===== config.mk =====
export PLATFORM = sky130hd
export DESIGN_NAME = audio_serial_rx
export DESIGN_NICKNAME = d
export VERILOG_FILES = /design/src/rtl/aud_rx_pkg.sv /design/src/rtl/aud_sync.sv /design/src/rtl/aud_edge.sv /design/src/rtl/aud_frame.sv /design/src/rtl/aud_deser.sv /design/src/rtl/audio_serial_rx.sv
export SDC_FILE = /design/constraint.sdc
export NUM_CORES = 1
export LEC_CHECK = 0
export CORE_MARGIN = 5
export CORE_UTILIZATION = 29
export DETAILED_ROUTE_END_ITERATION = 12
export GPL_TIMING_DRIVEN = 0
export PLACE_DENSITY = 0.5
export SLEW_MARGIN = 20
export SYNTH_ARGS = -nofsm -noshare
export SYNTH_HDL_FRONTEND = slang
export SYNTH_SLANG_ARGS = --single-unit

===== constraint.sdc =====
create_clock -name clk -period 3.8 [get_ports clk]
set_clock_uncertainty 0.2 [all_clocks]
set_input_delay 0.76 -clock clk [delete_from_list [all_inputs] [get_ports clk]]
set_output_delay 0.76 -clock clk [all_outputs]
set_load 0.02 [all_outputs]

===== src/rtl/aud_rx_pkg.sv =====
package aud_rx_pkg;

  typedef enum logic [1:0] {
    FMT_I2S  = 2'd0,
    FMT_LJ   = 2'd1,
    FMT_DSP  = 2'd2,
    FMT_DSP2 = 2'd3
  } fmt_e;

  // Word length code to number of bits.
  function automatic logic [4:0] word_bits(input logic [1:0] code);
    case (code)
      2'd0:    word_bits = 5'd8;
      2'd1:    word_bits = 5'd16;
      2'd2:    word_bits = 5'd20;
      default: word_bits = 5'd24;
    endcase
  endfunction

endpackage


===== src/rtl/aud_sync.sv =====
module aud_sync #(
  parameter int WIDTH  = 3,
  parameter int STAGES = 2
) (
  input  logic             clk,
  input  logic             rst_n,
  input  logic [WIDTH-1:0] d_i,
  output logic [WIDTH-1:0] q_o
);
  logic [STAGES-1:0][WIDTH-1:0] stg_q;

  always_ff @(posedge clk or negedge rst_n) begin
    if (!rst_n) begin
      stg_q <= '0;
    end else begin
      stg_q[0] <= d_i;
      for (int s = 1; s < STAGES; s++) stg_q[s] <= stg_q[s-1];
    end
  end

  assign q_o = stg_q[STAGES-1];
endmodule


===== src/rtl/aud_edge.sv =====
module aud_edge (
  input  logic clk,
  input  logic rst_n,
  input  logic bclk_s_i,
  input  logic fall_sel_i,
  output logic strobe_o
);
  logic bclk_d_q;
  logic rise, fall;

  always_ff @(posedge clk or negedge rst_n) begin
    if (!rst_n) bclk_d_q <= 1'b0;
    else        bclk_d_q <= bclk_s_i;
  end

  assign rise     = bclk_s_i & ~bclk_d_q;
  assign fall     = ~bclk_s_i & bclk_d_q;
  assign strobe_o = fall_sel_i ? fall : rise;
endmodule


===== src/rtl/aud_frame.sv =====
module aud_frame
  import aud_rx_pkg::*;
(
  input  logic       clk,
  input  logic       rst_n,
  input  logic       strobe_i,
  input  logic       fs_i,
  input  logic [1:0] fmt_i,
  input  logic       dsp_late_i,
  output logic       start_o,
  output logic       chan_o,
  output logic       late_o
);
  logic primed_q, primed_n;
  logic fs_prev_q, fs_prev_n;
  logic is_dsp;

  assign is_dsp = (fmt_i == FMT_DSP) || (fmt_i == FMT_DSP2);

  always_comb begin
    primed_n  = primed_q;
    fs_prev_n = fs_prev_q;
    if (strobe_i) begin
      primed_n  = 1'b1;
      fs_prev_n = fs_i;
    end
  end

  always_ff @(posedge clk or negedge rst_n) begin
    if (!rst_n) begin
      primed_q  <= 1'b0;
      fs_prev_q <= 1'b0;
    end else begin
      primed_q  <= primed_n;
      fs_prev_q <= fs_prev_n;
    end
  end

  // Start event, channel and MSB delay per framing.
  always_comb begin
    if (is_dsp) begin
      start_o = strobe_i & primed_q & fs_i & ~fs_prev_q;
      chan_o  = 1'b0;
      late_o  = dsp_late_i;
    end else begin
      start_o = strobe_i & primed_q & (fs_i ^ fs_prev_q);
      chan_o  = (fmt_i == FMT_I2S) ? fs_i : ~fs_i;
      late_o  = (fmt_i == FMT_I2S);
    end
  end
endmodule


===== src/rtl/aud_deser.sv =====
module aud_deser
  import aud_rx_pkg::*;
#(
  parameter int SW = 24
) (
  input  logic          clk,
  input  logic          rst_n,
  input  logic          strobe_i,
  input  logic          bit_i,
  input  logic          start_i,
  input  logic          start_chan_i,
  input  logic          start_late_i,
  input  logic          dsp_i,
  input  logic [1:0]    wlen_i,
  output logic [SW-1:0] left_o,
  output logic [SW-1:0] right_o,
  output logic          valid_o,
  output logic          err_o
);
  localparam int PTR_W = $clog2(SW);
  localparam logic [PTR_W-1:0] PTR_TOP = PTR_W'(SW - 2);

  logic              busy_q, busy_n, pend_q, pend_n, chan_q, chan_n;
  logic              lok_q, lok_n, valid_q, valid_n, err_q, err_n;
  logic [PTR_W-1:0]  ptr_q, ptr_n, lo;
  logic [SW-1:0]     acc_q, acc_n, lhold_q, lhold_n;
  logic [SW-1:0]     left_q, left_n, right_q, right_n;

  assign lo = PTR_W'(SW - int'(word_bits(wlen_i)));

  always_comb begin
    busy_n = busy_q; pend_n = pend_q; chan_n = chan_q; lok_n = lok_q;
    err_n = err_q; ptr_n = ptr_q; acc_n = acc_q; lhold_n = lhold_q;
    left_n = left_q; right_n = right_q; valid_n = 1'b0;
    if (strobe_i) begin
      if (start_i || pend_q) begin
        if (start_i) begin
          if (busy_q || pend_q) begin
            err_n = 1'b1;
            lok_n = 1'b0;
          end
          chan_n = start_chan_i;
          if (!start_chan_i) lok_n = 1'b0;
        end
        if (start_i && start_late_i) begin
          pend_n = 1'b1;
          busy_n = 1'b0;
        end else begin
          acc_n         = '0;
          acc_n[SW-1]   = bit_i;
          ptr_n         = PTR_TOP;
          busy_n        = 1'b1;
          pend_n        = 1'b0;
        end
      end else if (busy_q) begin
        acc_n[ptr_q] = bit_i;
        if (ptr_q == lo) begin
          busy_n = 1'b0;
          if (!chan_q) begin
            lhold_n = acc_n;
            lok_n   = 1'b1;
            if (dsp_i) begin
              chan_n = 1'b1;
              pend_n = 1'b1;
            end
          end else if (lok_q) begin
            left_n  = lhold_q;
            right_n = acc_n;
            valid_n = 1'b1;
            lok_n   = 1'b0;
          end
        end else begin
          ptr_n = ptr_q - 1'b1;
        end
      end
    end
  end

  always_ff @(posedge clk or negedge rst_n) begin
    if (!rst_n) begin
      busy_q <= 1'b0; pend_q <= 1'b0; chan_q <= 1'b0; lok_q <= 1'b0;
      valid_q <= 1'b0; err_q <= 1'b0; ptr_q <= '0; acc_q <= '0;
      lhold_q <= '0; left_q <= '0; right_q <= '0;
    end else begin
      busy_q <= busy_n; pend_q <= pend_n; chan_q <= chan_n; lok_q <= lok_n;
      valid_q <= valid_n; err_q <= err_n; ptr_q <= ptr_n; acc_q <= acc_n;
      lhold_q <= lhold_n; left_q <= left_n; right_q <= right_n;
    end
  end

  assign left_o  = left_q;
  assign right_o = right_q;
  assign valid_o = valid_q;
  assign err_o   = err_q;

  p_valid_pulse_r8: assert property (@(posedge clk) disable iff (!rst_n)
    valid_q |=> !valid_q);
  p_pair_stable_r8: assert property (@(posedge clk) disable iff (!rst_n)
    !valid_q |-> ($stable(left_q) && $stable(right_q)));
  p_err_sticky_r9: assert property (@(posedge clk) disable iff (!rst_n)
    err_q |=> err_q);
  p_low_zero_r5: assert property (@(posedge clk) disable iff (!rst_n)
    (valid_q && wlen_i == 2'd0) |-> (right_q[SW-9:0] == '0 && left_q[SW-9:0] == '0));
  p_ptr_range_r5: assert property (@(posedge clk) disable iff (!rst_n)
    busy_q |-> (ptr_q >= lo));
endmodule


===== src/rtl/audio_serial_rx.sv =====
module audio_serial_rx
  import aud_rx_pkg::*;
#(
  parameter int SAMPLE_W    = 24,
  parameter int SYNC_STAGES = 2
) (
  input  logic                clk,
  input  logic                rst_n,
  input  logic                bclk_i,
  input  logic                fsync_i,
  input  logic                sdata_i,
  input  logic [1:0]          fmt_i,
  input  logic [1:0]          wlen_i,
  input  logic                fall_edge_i,
  input  logic                dsp_late_i,
  output logic [SAMPLE_W-1:0] left_o,
  output logic [SAMPLE_W-1:0] right_o,
  output logic                valid_o,
  output logic                short_err_o
);
  localparam int PIN_N = 3;

  logic [1:0]       rst_sync_q;
  logic             rst_int_n;
  logic [PIN_N-1:0] pins_s;
  logic             strobe, start, chan, late, is_dsp;

  // Asynchronous assert, synchronous release.
  always_ff @(posedge clk or negedge rst_n) begin
    if (!rst_n) rst_sync_q <= 2'b00;
    else        rst_sync_q <= {rst_sync_q[0], 1'b1};
  end
  assign rst_int_n = rst_sync_q[1];

  aud_sync #(.WIDTH(PIN_N), .STAGES(SYNC_STAGES)) u_sync (
    .clk(clk), .rst_n(rst_int_n),
    .d_i({bclk_i, fsync_i, sdata_i}), .q_o(pins_s)
  );

  aud_edge u_edge (
    .clk(clk), .rst_n(rst_int_n), .bclk_s_i(pins_s[2]),
    .fall_sel_i(fall_edge_i), .strobe_o(strobe)
  );

  aud_frame u_frame (
    .clk(clk), .rst_n(rst_int_n), .strobe_i(strobe), .fs_i(pins_s[1]),
    .fmt_i(fmt_i), .dsp_late_i(dsp_late_i),
    .start_o(start), .chan_o(chan), .late_o(late)
  );

  assign is_dsp = (fmt_i == FMT_DSP) || (fmt_i == FMT_DSP2);

  aud_deser #(.SW(SAMPLE_W)) u_deser (
    .clk(clk), .rst_n(rst_int_n), .strobe_i(strobe), .bit_i(pins_s[0]),
    .start_i(start), .start_chan_i(chan), .start_late_i(late),
    .dsp_i(is_dsp), .wlen_i(wlen_i),
    .left_o(left_o), .right_o(right_o), .valid_o(valid_o), .err_o(short_err_o)
  );
endmodule


==> flow_summary.ini <==
[outcome]
outcome = finished clean

[layout]
layout-drive-gt1-share_pct = 23.9
fin_area_um2 = 6620
finalNetCount = 508
diodes = 0
synthToLayoutAreaGrowth_pct = 28.5
layout_common_cells = 117 x dfrtp_1, 74 x mux2_2, 60 x clkdlybuf4s50_1, 53 x nand2_1, 23 x mux2_1
mostFrequentLayoutCell = dfrtp_1

[critical_path]
worstSetupPathType = input port to flop
reg2reg_to = u_deser.lhold_q[12]$_DFFE_PN0P_
worstPathMaxFanout = 10
r2r_start = u_deser.ptr_q[0]$_DFFE_PN0P_
r2r_cells = 8
crit_path_end_kind = flop
reg2reg_slack_ns = 0.60
cp_data_required_time_ns = 3.88
critPathArrivalTime_ns = 3.50
startpoint = fmt_i[1]
start_kind = input port

[global_routing]
grt_max_degree = 45
grt_first_pass_wirelength_um = 19600
grt_pass1_vias = 3635
globalRouteOverflowTotal = 0
grt_antenna_before_repair = 0
grt_usage_pct = 12.4

[clock_network]
cts-hold-fix-buffers = 0
post_cts_buffers = 0
h-tree-depth = 4
cts_sinks = 118
cts_resized = 0
clk_pin_slew_ns = 0.05
worst_skew_pair.late_latency_ns = 0.41
cts_max_path_buffers = 2
cts-root-buf = clkbuf_16
cts_buffers = 17
cts_tree = yes

[drt]
routed_wl_um = 11600
ant_nets = 0
drc = 0
dr.pass1.iters = 4
post_drt_wl_per_cell_um = 15.9
dr.first_iter.drc_count = 204
vias = 3356
vias_per_cell = 4.59

[place]
port_buffers = 60
globalplace.congestion = 0.765
place_area_um2 = 6080
hpwl_um = 8160

[synthesis]
synth-main-ff-cell = dfrtp_1
synth-seq-cells = 118
post-synth-top-area-fraction_pct = 57.3
synth.distinct_cells = 48
synth_top_cell_by_area = dfrtp_1
ys_async_sr_fraction_pct = 100
synth_edf_count = 0
synth_seq_area_share_pct = 57.3
syn_avg_cell_area_um2 = 12.5
yosys_warnings = 0
syn_inst = 412
synth_area_um2 = 5150
synthesis.nets = 427
synth_top_cells_by_area = dfrtp_1 57%, mux2_2 16%, mux2_1 5.0%

[job]
maxCapViolCount = 0

[timing]
slew_headroom_pct = 35.5
tightest_slew_ns = 0.960
hold_viol_final = 0
setup_viol = 0
post-route-period-util_pct = 90.0
holdWs_ns = 0.0787
slew_violations = 0
period_minus_slack_ns = 3.42
fmax_mhz = 293
rsz0062_at_grt = false
setup_tns_ns = 0

[power_and_ir_drop]
total_power_mw = 3.64
p_leak_nw = 3.04
power_density_nw_per_um2 = 550
vdd_ir_drop_max_mv = 0.234

[floorplanning]
die_h_um = 143
initial_utilization_pct = 29.7
ioPinCount = 61
core_um2 = 17400
die_w_um = 143
die_area_um2 = 20500
rows = 48

[worst_hold_path]
hold_path.class = flop to asynchronous set/reset pin
==> logic make-up (layout without fill, tap and decap cells) <==
group	Yosys count	count (layout)	synth area share [%]
muxes	99	99	21.6
and+or+nand+nor	116	116	11.5
buffers and inverters	28	122	2.74
DFF	118	118	57.3
adders and majority gates	4	4	0.972
other	1	1	0.0728
AOI/OAI and AO/OA	44	44	5.47
xor gates and xnor gates	2	2	0.340
==> flip-flops by register name, indices dropped and copies added, names as in the netlist <==
signal and flops:
u_deser.acc_q 24, u_deser.left_o 24, u_deser.lhold_q 24, u_deser.right_o 24, u_deser.ptr_q 5, u_sync.q_o 3, u_sync.stg_q 3, rst_sync_q 2
u_deser.busy_q 1, u_deser.chan_q 1, u_deser.err_o 1, u_deser.lok_q 1, u_deser.pend_q 1, u_deser.valid_o 1, u_edge.bclk_d_q 1, u_frame.fs_prev_q 1
u_frame.primed_q 1
==> power breakdown <==
| group | internal (mW) | total, mW | switching (mW) |
|---|---|---|---|
| clock network | 0.923 | 1.46 | 0.536 |
| registers | 1.39 | 1.48 | 0.0872 |
| logic | 0.290 | 0.705 | 0.415 |
| total | 2.61 | 3.64 | 1.04 |
==> layout make-up <==
class	instances	area [um2]
Multi-Input combinational cell	266	2060
Fill cell	1652	10700
Inverter	7	26.3
Clock inverter	10	80.1
Buffer	21	115
Clock buffer	22	464
Sequential cell	118	2960
Timing Repair Buffer	62	641
Tap cell	225	282
==> metrics by stage <==
| stage | worst slack (ns) | std cells | util (%) |
|---|---|---|---|
| final | 0.382 | 731 | 38.1 |
| after global routing | 0.204 | 731 | 38.1 |
| after CTS | 0.388 | 731 | 38.1 |
| after detailed placement | -0.0473 | 699 | 35.0 |
| after global placement | -1.36 | 697 | 34.8 |
| after floorplan | 0.0692 | 412 | - |
==> worst max path at each step <==
stage | endpoint | slack [ns] | cells past startpoint
finish | u_deser.lhold_q[12]$_DFFE_PN0P_ | 0.38 | 7
floorplan | u_deser.acc_q[0]$_DFFE_PN0P_ | 0.07 | 0
global placement | u_deser.left_o[0]$_DFFE_PN0P_ | -1.36 | 0
global route | u_deser.acc_q[18]$_DFFE_PN0P_ | 0.20 | 7
detailed placement | u_deser.lhold_q[10]$_DFFE_PN0P_ | -0.05 | 8
CTS | u_deser.lhold_q[16]$_DFFE_PN0P_ | 0.39 | 8
==> per-layer routing <==
metal / up-vias / global-route usage, % / wire [um]
li1: 1608 / - / -
met1: 1680 / 16.5 / 5480
met2: 58 / 19.3 / 5620
met3: 10 / 3.99 / 396
met4: 0 / 3.87 / 112
met5: - / 0 / 0
==> synthesized netlist by cell type, types with 2 or more instances <==
master	count
or3_1	2
inv_1	7
and2_0	3
a21oi_1	10
nor2b_1	3
ha_1	4
o31ai_1	3
nor2_1	17
nor4_1	2
buf_2	2
o22ai_1	4
clkbuf_1	11
xnor2_1	2
dfrtp_1	118
nor3_1	5
nand2_1	53
nand2b_1	8
mux2_2	74
buf_4	5
a21o_1	2
buf_6	2
mux2_1	23
nor3b_1	2
o21ai_0	14
nand3b_1	3
nand3_1	6
a31o_2	3
and4b_1	2
nor3_4	2
mux2i_1	2
==> critical path, stage by stage <==
cell and delay [ns]:
clkdlybuf4s50_1 0.60, nand4bb_1 0.25, nand2_1 0.19, or4b_4 0.60, nor3_4 0.43, buf_4 0.31
mux2_2 0.35
No activity file was read; power rests on OpenSTA's default activity.
